===== src/rtl/pop_pkg.sv =====
`timescale 1ns/1ps
package pop_pkg;

    // Size-override code carried with each pop
    typedef enum logic [1:0] {
        OVR_NONE  = 2'b00,
        OVR_SHORT = 2'b01,
        OVR_LONG  = 2'b10,
        OVR_ALT   = 2'b11
    } ovr_e;

    // Destination pair select
    typedef enum logic [1:0] {
        SEL_BC  = 2'b00,
        SEL_DE  = 2'b01,
        SEL_HL  = 2'b10,
        SEL_HL2 = 2'b11
    } sel_e;

    localparam int NUM_PAIRS = 3;

endpackage


===== src/rtl/pop_size_resolve.sv =====
`timescale 1ns/1ps
module pop_size_resolve
    import pop_pkg::*;
(
    input  logic       long_mode,
    input  logic [1:0] size_ovr,
    output logic       is_long,
    output logic       has_prefix
);

    always_comb begin
        case (size_ovr)
            OVR_SHORT: begin
                is_long    = 1'b0;
                has_prefix = 1'b1;
            end
            OVR_LONG: begin
                is_long    = 1'b1;
                has_prefix = 1'b1;
            end
            default: begin
                // no override, or the spare code: follow the mode bit
                is_long    = long_mode;
                has_prefix = 1'b0;
            end
        endcase
    end

endmodule


===== src/rtl/pop_addr_gen.sv =====
`timescale 1ns/1ps
module pop_addr_gen #(
    parameter int BYTE_W      = 8,
    parameter int LONG_BYTES  = 3,
    parameter int SHORT_BYTES = 2,
    parameter int OFF_W       = 3
) (
    input  logic                                   use_long,
    input  logic [OFF_W-1:0]                       offset,
    input  logic [BYTE_W*LONG_BYTES-1:0]           sp_long,
    input  logic [BYTE_W*SHORT_BYTES-1:0]          sp_short,
    input  logic [BYTE_W*(LONG_BYTES-SHORT_BYTES)-1:0] base,
    output logic [BYTE_W*LONG_BYTES-1:0]           addr
);

    localparam int ADDR_W = BYTE_W * LONG_BYTES;
    localparam int SSP_W  = BYTE_W * SHORT_BYTES;

    logic [ADDR_W-1:0] long_addr;
    logic [SSP_W-1:0]  short_low;

    // each sum wraps naturally in its own width
    assign long_addr = sp_long + ADDR_W'(offset);
    assign short_low = sp_short + SSP_W'(offset);

    assign addr = use_long ? long_addr : {base, short_low};

endmodule


===== src/rtl/pop_seq_core.sv =====
`timescale 1ns/1ps
module pop_seq_core #(
    parameter int BYTE_W      = 8,
    parameter int LONG_BYTES  = 3,
    parameter int SHORT_BYTES = 2,
    parameter int OFF_W       = 3
) (
    input  logic                         clk,
    input  logic                         rst_n,
    input  logic                         start,
    input  logic                         rs_long,
    input  logic                         rs_prefix,
    input  logic [1:0]                   sel_in,
    input  logic [BYTE_W-1:0]            mem_rdata,
    output logic                         busy,
    output logic                         done,
    output logic                         rd_en,
    output logic                         rd_long,
    output logic [OFF_W-1:0]             rd_off,
    output logic                         wr_long,
    output logic [1:0]                   wr_sel,
    output logic [BYTE_W*LONG_BYTES-1:0] wr_val
);

    localparam int REG_W = BYTE_W * LONG_BYTES;

    typedef struct packed {
        logic             busy;
        logic [OFF_W-1:0] phase;
        logic             long_m;
        logic             prefix;
        logic [1:0]       sel;
        logic [REG_W-1:0] acc;
    } seq_t;

    seq_t seq_d, seq_q;

    logic take, cur_long, cur_pre, arrive;
    int   ph, pre_n, nbytes, rd_i, dat_i;

    always_comb begin
        seq_d    = seq_q;
        take     = start && !seq_q.busy;
        cur_long = take ? rs_long   : seq_q.long_m;
        cur_pre  = take ? rs_prefix : seq_q.prefix;
        ph       = take ? 0 : int'(seq_q.phase);
        pre_n    = cur_pre ? 1 : 0;
        nbytes   = cur_long ? LONG_BYTES : SHORT_BYTES;
        rd_i     = ph - pre_n;
        dat_i    = rd_i - 1;

        rd_en   = (take || seq_q.busy) && (rd_i >= 0) && (rd_i < nbytes);
        rd_long = cur_long;
        rd_off  = rd_en ? OFF_W'(rd_i) : '0;
        arrive  = seq_q.busy && (dat_i >= 0) && (dat_i < nbytes);
        done    = seq_q.busy && (ph == pre_n + nbytes);

        if (take) begin
            seq_d.busy   = 1'b1;
            seq_d.long_m = rs_long;
            seq_d.prefix = rs_prefix;
            seq_d.sel    = sel_in;
            seq_d.acc    = '0;
        end

        for (int b = 0; b < LONG_BYTES; b++) begin
            if (arrive && dat_i == b)
                seq_d.acc[b*BYTE_W +: BYTE_W] = mem_rdata;
        end

        if (take || seq_q.busy)
            seq_d.phase = OFF_W'(ph + 1);
        if (done)
            seq_d.busy = 1'b0;

        busy    = seq_q.busy;
        wr_long = seq_q.long_m;
        wr_sel  = seq_q.sel;
        wr_val  = seq_d.acc;
    end

    always_ff @(posedge clk or negedge rst_n) begin
        if (!rst_n)
            seq_q <= '0;
        else
            seq_q <= seq_d;
    end

endmodule


===== src/rtl/stack_pop_seq.sv =====
`timescale 1ns/1ps
module stack_pop_seq
    import pop_pkg::*;
#(
    parameter int          BYTE_W      = 8,
    parameter int          LONG_BYTES  = 3,
    parameter int          SHORT_BYTES = 2,
    parameter logic [23:0] LSP_RST     = 24'h000000,
    parameter logic [15:0] SSP_RST     = 16'h0000
) (
    input  logic                                      clk,
    input  logic                                      rst_n,
    input  logic                                      start,
    input  logic                                      long_mode,
    input  logic [1:0]                                size_ovr,
    input  logic [1:0]                                reg_sel,
    input  logic [BYTE_W*(LONG_BYTES-SHORT_BYTES)-1:0] short_base,
    output logic                                      mem_rd,
    output logic [BYTE_W*LONG_BYTES-1:0]              mem_addr,
    input  logic [BYTE_W-1:0]                         mem_rdata,
    output logic                                      busy,
    output logic                                      done,
    output logic [BYTE_W*LONG_BYTES-1:0]              reg_bc,
    output logic [BYTE_W*LONG_BYTES-1:0]              reg_de,
    output logic [BYTE_W*LONG_BYTES-1:0]              reg_hl,
    output logic [BYTE_W*LONG_BYTES-1:0]              sp_long,
    output logic [BYTE_W*SHORT_BYTES-1:0]             sp_short
);

    localparam int REG_W = BYTE_W * LONG_BYTES;
    localparam int SSP_W = BYTE_W * SHORT_BYTES;
    localparam int OFF_W = $clog2(LONG_BYTES + 3) + 1;

    typedef struct packed {
        logic [NUM_PAIRS-1:0][REG_W-1:0] bank;
        logic [REG_W-1:0]                lsp;
        logic [SSP_W-1:0]                ssp;
    } arch_t;

    arch_t arch_d, arch_q;

    logic             rs_long, rs_prefix;
    logic             rd_long, wr_long;
    logic [OFF_W-1:0] rd_off;
    logic [1:0]       wr_sel;
    logic [REG_W-1:0] wr_val;
    int               dst;

    pop_size_resolve u_resolve (
        .long_mode  (long_mode),
        .size_ovr   (size_ovr),
        .is_long    (rs_long),
        .has_prefix (rs_prefix)
    );

    pop_seq_core #(
        .BYTE_W      (BYTE_W),
        .LONG_BYTES  (LONG_BYTES),
        .SHORT_BYTES (SHORT_BYTES),
        .OFF_W       (OFF_W)
    ) u_core (
        .clk       (clk),
        .rst_n     (rst_n),
        .start     (start),
        .rs_long   (rs_long),
        .rs_prefix (rs_prefix),
        .sel_in    (reg_sel),
        .mem_rdata (mem_rdata),
        .busy      (busy),
        .done      (done),
        .rd_en     (mem_rd),
        .rd_long   (rd_long),
        .rd_off    (rd_off),
        .wr_long   (wr_long),
        .wr_sel    (wr_sel),
        .wr_val    (wr_val)
    );

    pop_addr_gen #(
        .BYTE_W      (BYTE_W),
        .LONG_BYTES  (LONG_BYTES),
        .SHORT_BYTES (SHORT_BYTES),
        .OFF_W       (OFF_W)
    ) u_addr (
        .use_long (rd_long),
        .offset   (rd_off),
        .sp_long  (arch_q.lsp),
        .sp_short (arch_q.ssp),
        .base     (short_base),
        .addr     (mem_addr)
    );

    always_comb begin
        arch_d = arch_q;
        dst    = (wr_sel == SEL_HL2) ? int'(SEL_HL) : int'(wr_sel);
        for (int i = 0; i < NUM_PAIRS; i++) begin
            if (done && dst == i) begin
                if (wr_long)
                    arch_d.bank[i] = wr_val;
                else
                    arch_d.bank[i] = {arch_q.bank[i][REG_W-1:SSP_W], wr_val[SSP_W-1:0]};
            end
        end
        if (done && wr_long)
            arch_d.lsp = arch_q.lsp + REG_W'(LONG_BYTES);
        if (done && !wr_long)
            arch_d.ssp = arch_q.ssp + SSP_W'(SHORT_BYTES);
    end

    always_ff @(posedge clk or negedge rst_n) begin
        if (!rst_n) begin
            arch_q.bank <= '0;
            arch_q.lsp  <= REG_W'(LSP_RST);
            arch_q.ssp  <= SSP_W'(SSP_RST);
        end else begin
            arch_q <= arch_d;
        end
    end

    assign reg_bc   = arch_q.bank[0];
    assign reg_de   = arch_q.bank[1];
    assign reg_hl   = arch_q.bank[2];
    assign sp_long  = arch_q.lsp;
    assign sp_short = arch_q.ssp;

endmodule


===== config.mk =====
export PLATFORM = sky130hd
export DESIGN_NAME = stack_pop_seq
export DESIGN_NICKNAME = d
export VERILOG_FILES = /design/src/rtl/pop_pkg.sv /design/src/rtl/pop_size_resolve.sv /design/src/rtl/pop_addr_gen.sv /design/src/rtl/pop_seq_core.sv /design/src/rtl/stack_pop_seq.sv
export SDC_FILE = /design/constraint.sdc
export NUM_CORES = 1
export LEC_CHECK = 0
export ABC_AREA = 1
export CAP_MARGIN = 25
export CORE_MARGIN = 2
export CORE_UTILIZATION = 47
export DETAILED_ROUTE_END_ITERATION = 16
export PLACE_DENSITY = 0.78
export SYNTH_ARGS = -nofsm -noshare
export SYNTH_HDL_FRONTEND = slang
export SYNTH_SLANG_ARGS = --single-unit

===== constraint.sdc =====
create_clock -name clk -period 4.18 [get_ports clk]
set_input_delay 0.627 -clock clk [delete_from_list [all_inputs] [get_ports clk]]
set_output_delay 0.627 -clock clk [all_outputs]
set_load 0.01 [all_outputs]

* Word level (Yosys, flattened, before mapping)
Index checks and enable logic that the tools add are counted.
Storage, ports and cells: register bits 145, output and inout bits 139, word-level logic and storage cells 74
Operators by class: add/sub/neg operators 8, order comparisons 4, eq/ne operators 8, multiplexer cells 16, reductions and logical operators 24
Operator list (count):
- $ge 32x1->1 const B | 2
- $logic_not 32->1 | 2
- $lt 32x32->1 | 2
- $mux 24 | 2
- $add 32x32->32 | 1
- $eq 32x2->1 const B | 1
- $eq 32x3->1 const B | 1
- $eq 32x32->1 | 1
- $sub 32x2->32 const B | 1
- $sub 32x32->32 | 1
- $add 24x2->24 const B | 1
- $add 24x4->24 | 1
- $mux 8 | 3
- $add 16x2->16 const B | 1
- $add 16x4->16 | 1
- $logic_and 1x1->1 | 14
- $mux 4 | 2
- $mux 1 | 7
- $eq 2x2->1 const B | 3
- $reduce_and 2->1 | 3
- $add 4x2->4 const B | 1
- $eq 2x1->1 const B | 2
- $logic_not 1->1 | 2
- $mux 2 | 1
- 4 further kinds | 4

* Longest topological paths before layout
depth in word-level cells 12, mapped depth 25, depth with buffers taken out 25

* By module
Synthesis repeated with hierarchy kept, for this count alone.
Unflattened totals: cells, all modules 1113, area, all modules 8363.0 um^2
Modules (own cells, without submodules):
- stack_pop_seq | instances 1, cells an instance 505, area each 4662.0 um^2, seq. area each 2777.7 um^2
- pop_seq_core | instances 1, cells an instance 296, area each 2138.3 um^2, seq. area each 825.8 um^2
- pop_addr_gen | instances 1, cells an instance 306, area each 1526.5 um^2, seq. area each 0.0 um^2
- pop_size_resolve | instances 1, cells an instance 6, area each 36.3 um^2, seq. area each 0.0 um^2

* Worst setup path before layout
OpenSTA, ideal clock, no wires.
kind in2out, start point in size_ovr[0], end point out mem_addr[13], arrival 3892 ps, setup slack -339 ps, cell stages on the path 22, path through inv_1 -> ha_1 -> o21ai_0 -> ha_1 -> ha_1 -> inv_1 -> o21ai_0 -> nor3b_1 -> nand2_1 -> nor2_1 -> ha_1 -> inv_1 -> fa_1 -> inv_1 -> nand2_1 -> a21oi_1 -> nand2_1 -> nor2_1 -> nand2_1 -> xor2_1 -> nand2_1 -> o21ai_0
On the way: longest elaborated chain between the ends 12, elaborated cells between the ends (all ways) 18, classes of those cells 3 x add/sub; 2 x order compare; 2 x eq/ne; 8 x mux; 3 x reduce/logical
Ends and longest elaborated chain:
- start: declaration | line stack_pop_seq.sv:15 | input logic [1:0] size_ovr,
- $eq 2x1->1 / $eq 2x2->1 (equally long branches) | line pop_size_resolve.sv:12 | case (size_ovr)
- $reduce_or 2->1 (no source line)
- $mux 1 | line pop_size_resolve.sv:12
- $mux 1 | line pop_seq_core.sv:45 | cur_pre = take ? rs_prefix : seq_q.prefix;
- $mux 1 | line pop_seq_core.sv:47 | pre_n = cur_pre ? 1 : 0;
- $sub 32x32->32 | line pop_seq_core.sv:49 | rd_i = ph - pre_n;
- $ge 32x1->1 | line pop_seq_core.sv:52 | rd_en = (take || seq_q.busy) && (rd_i >= 0) && (rd_i < nbytes);
- $logic_and 1x1->1 (2 in series) | line pop_seq_core.sv:52
- $mux 4 | line pop_seq_core.sv:54 | rd_off = rd_en ? OFF_W'(rd_i) : '0;
- $add 24x4->24 / $add 16x4->16 (equally long branches) | line pop_addr_gen.sv:23, pop_addr_gen.sv:24
- $mux 24 * | line pop_addr_gen.sv:26 | assign addr = use_long ? long_addr : {base, short_low};
- end: declaration | line stack_pop_seq.sv:19 | output logic [BYTE_W*LONG_BYTES-1:0] mem_addr,
Every way passes the cells marked *; elsewhere a longest branch is shown, timed or not.

* Worst setup path after layout
start point in size_ovr[1], end point out mem_addr[13]
The elaborated chain is that of the path after synthesis.

==> run_results.csv <==
group,metric,value,unit
clocking,clock-sinks,144,
timing,max_slew_margin,59.1,%
critical_path,start_kind,"input port",
routing,drt-total-wl,23700,um
grt,grt_pass1_wl,37200,um
clocking,clockBufferDepth,2,
floorplan,die_w,134,um
routing,drt_iter0_drc,551,
logic_synthesis,syn_area_per_cell,7.51,sq um
timing,final-setup-viol-count,19,
timing,slew_violations,0,
floorplan,die_area,0.0179,sq mm
grt,antenna_found_initial,0,
min_path,hold_depth,2,
routing,vias,7780,
routing,dr.pass1.iters,5,
grt,grt_max_degree,103,
timing,fin_crit,4.54,ns
min_path,hold_path_startpoint,"reg_de[8]",
power,peakVddDrop,0.000473,V
status,violations,"negative setup slack",
logic_synthesis,synth-compound-area-share,6.68,%
floorplan,initial_core_util,47.8,%
min_path,hold_class,"reg2reg",
logic_synthesis,yosys_warnings,0,
logic_synthesis,muxShareOfSynthArea,0.127,%
logic_synthesis,synth_area_leaders,"dfrtp_1 46%, nand2_1 21%, xor2_1 5.0%, inv_1 4.6%, nor2_1 3.8%",
logic_synthesis,synth_top_family_by_area,"simple AND/OR/NAND/NOR gates",
routing,ant_nets,0,
routing,vias_per_cell,5.08,
logic_synthesis,synth_area_leader_cell,"dfrtp_1",
critical_path,crit_fanout,4,
timing,worst_pin_slew,0.612,ns
cells_and_area,fillCellCount,1316,
critical_path,reg2regPathDepth,23,
timing,timing.final.ws_setup,-0.362,ns
min_path,hold-path-endpoint,"reg_de[8]",
floorplan,rows,47,
logic_synthesis,ys_ff_latch,144,
timing,finalHoldViolations,0,
critical_path,crit_type,"in2out",
routing,drc,0,
logic_synthesis,synth_flop_cell,"dfrtp_1",
job,cap_violations,0,
timing,fin_crit_sh,109,%
cells_and_area,drive_above_1_share,17.8,%
timing,timing.hold.ws,0.482,ns
status,status,"finished, violations left",
power,p_leak,5.68,nW
grt,grt_use_total,26.1,%
timing,fmax,0.220,GHz
critical_path,required,3.55,ns
critical_path,rrSetupSlack,0.81,ns
logic_synthesis,synth_top_cell_area_share,45.6,%
floorplan,core,0.0165,sq mm
cells_and_area,fin_cells,1531,
logic_synthesis,postSynth.asyncResetShare,100,%
logic_synthesis,yosysMostFrequentCell,"nand2_1",
logic_synthesis,synth-edff-count,0,
clocking,cts_tree,"done",
floorplan,ioPinCount,163,
critical_path,r2r-end,"reg_bc[2]",
critical_path,end_kind,"output pin",
placed_design,portBuffers,161,
logic_synthesis,synthXorXnorAreaFrac,5.87,%
critical_path,worstPathArrival,3.91,ns
grt,grt_overflow,0,
logic_synthesis,synth_simple_gate_area_share,31.8,%
cells_and_area,synthToLayoutAreaGrowth,42.8,%
clocking,clock-root-buffer,"clkbuf_16",
cells_and_area,diodes,0,
floorplan,die_h,134,um
power,p_per_area,775,mW/mm^2
placed_design,place_ws,-1.13,ns
grt,grt_pass1_vias,7337,
clocking,cts_made_buffers,17,
logic_synthesis,synth_top_cells_by_count,"447 x nand2_1, 144 x dfrtp_1, 97 x inv_1",
placed_design,gp_congestion,0.919,
placed_design,hpwl,16200,um
clocking,cts-htree-levels,4,
logic_synthesis,synth_seq_area_share,45.6,%
logic_synthesis,synth.distinct_cells,40,
logic_synthesis,synth_area,0.00791,sq mm
logic_synthesis,synthCells,1052,
placed_design,place_inst,1467,
cells_and_area,nets,1343,
timing,grt_setup_unrepaired,"yes",
clocking,clk_pin_slew,0.07,ns
timing,skew,0.00959,ns
power,p_total,8.75,mW
clocking,clkLatencyLatePin,0.42,ns
routing,wl_per_cell,15.5,um
critical_path,rr_startpoint,"u_core.busy",
logic_synthesis,synthAdderAreaFrac,3.51,%
how the worst max path moves through the flow:
stage,startpoint,end,slack (ns)
2_1_floorplan,size_ovr[0],mem_addr[13],0.03
3_3_place_gp,size_ovr[0],mem_addr[13],-1.07
3_5_place_dp,size_ovr[0],mem_addr[13],-1.13
4_1_cts,u_core.busy,mem_addr[13],-0.25
5_1_grt,u_core.busy,mem_addr[13],-0.52
6_report,size_ovr[1],mem_addr[13],-0.36
state kept, by name, summed over array words and instances, names as in the netlist:
name,cells
sp_long,24
u_core.seq_q,29
reg_de,24
reg_bc,24
reg_hl,24
u_core.wr_sel,2
u_core.wr_long,1
u_core.busy,1
sp_short,15
layer usage:
| metal | track usage, % | up-vias | wire length, um |
|---|---|---|---|
| li1 | - | 3774 | - |
| met1 | 36.6 | 3690 | 10500 |
| met2 | 42.0 | 277 | 11500 |
| met3 | 4.91 | 39 | 1350 |
| met4 | 6.86 | 0 | 431 |
| met5 | 0 | - | 0 |
power breakdown:
part | internal (mW) | leakage (nW) | switching, mW | total [mW]
combinational | 2.10 | 3.49 | 2.74 | 4.84
sequential | 1.88 | 1.90 | 0.461 | 2.34
clock | 0.865 | 0.299 | 0.698 | 1.56
total | 4.85 | 5.68 | 3.90 | 8.75
critical path, cell delays in order:
cell and delay (ns):
clkdlybuf4s15_2 0.19, ha_4 0.23, o21ai_4 0.17, ha_4 0.17
ha_4 0.14, nand3b_1 0.15, nand2_1 0.10, nor3_2 0.18
nand2_1 0.13, nor2_2 0.13, ha_2 0.20, inv_2 0.04
fa_2 0.36, inv_2 0.11, nand2_4 0.07, a21oi_4 0.15
nand2_2 0.10, nor2_2 0.12, nand2_1 0.08, xor2_1 0.17
nand2_1 0.09, o21ai_2 0.06, buf_2 0.14
per-stage QoR:
stage	util [%]	setup TNS, ns	cell area (sq um)
final	68.3	-3.10	11300
after global routing	68.3	-6.43	11300
after CTS	66.7	-2.94	11000
after detailed placement	61.6	-19.67	10200
after global placement	61.6	-18.47	10200
after floorplan	-	0	7990
logic make-up after synthesis:
| kind of cell | after synthesis |
|---|---|
| other | 2 |
| flip-flops | 144 |
| AND/OR/NAND/NOR | 607 |
| multiplexers | 1 |
| buffers and inverters | 128 |
| AO/OA/AOI/OAI | 96 |
| XOR/XNOR | 53 |
| adder cells (fa/ha/maj) | 21 |
cell usage in the layout, fill, tap and decap left out, types with 8 or more instances in the layout:
cell type        instances
nand2_1                430
dfrtp_1                144
clkdlybuf4s50_1        134
inv_1                   86
buf_4                   74
nor2_1                  71
xor2_1                  44
o21ai_0                 43
nand3_1                 28
o21ai_1                 26
buf_2                   20
clkbuf_16               17
inv_2                   15
nor3_1                  14
ha_1                    12
nor2_4                  11
nand2_4                 10
nand2_2                 10
buf_6                   10
nand4_1                  8
xnor2_1                  8
cell type report:
class / count / area (sq um) / area share [%]
repair buffers: 247 / 2220 / 19.7
multi-input cells: 784 / 4170 / 37.0
clock buffers: 17 / 425 / 3.77
well taps: 220 / 275 / 2.44
clock inverters: 15 / 194 / 1.72
inverters: 104 / 398 / 3.52
flip-flops and latches: 144 / 3600 / 31.9
what timing repair did:
| item | 4_1_cts | 5_1_grt |
|---|---|---|
| gates resized for setup | 148 | 41 |
| hold endpoints to repair | 0 | 6 |
| buffers inserted | 20 | 15 |
| pin swaps | 27 | 22 |
| endpoints found under the setup margin | 23 | 23 |
| cloned | 0 | 0 |
| hold buffers | 0 | 1 |
No activity file was read; power rests on OpenSTA's default activity.
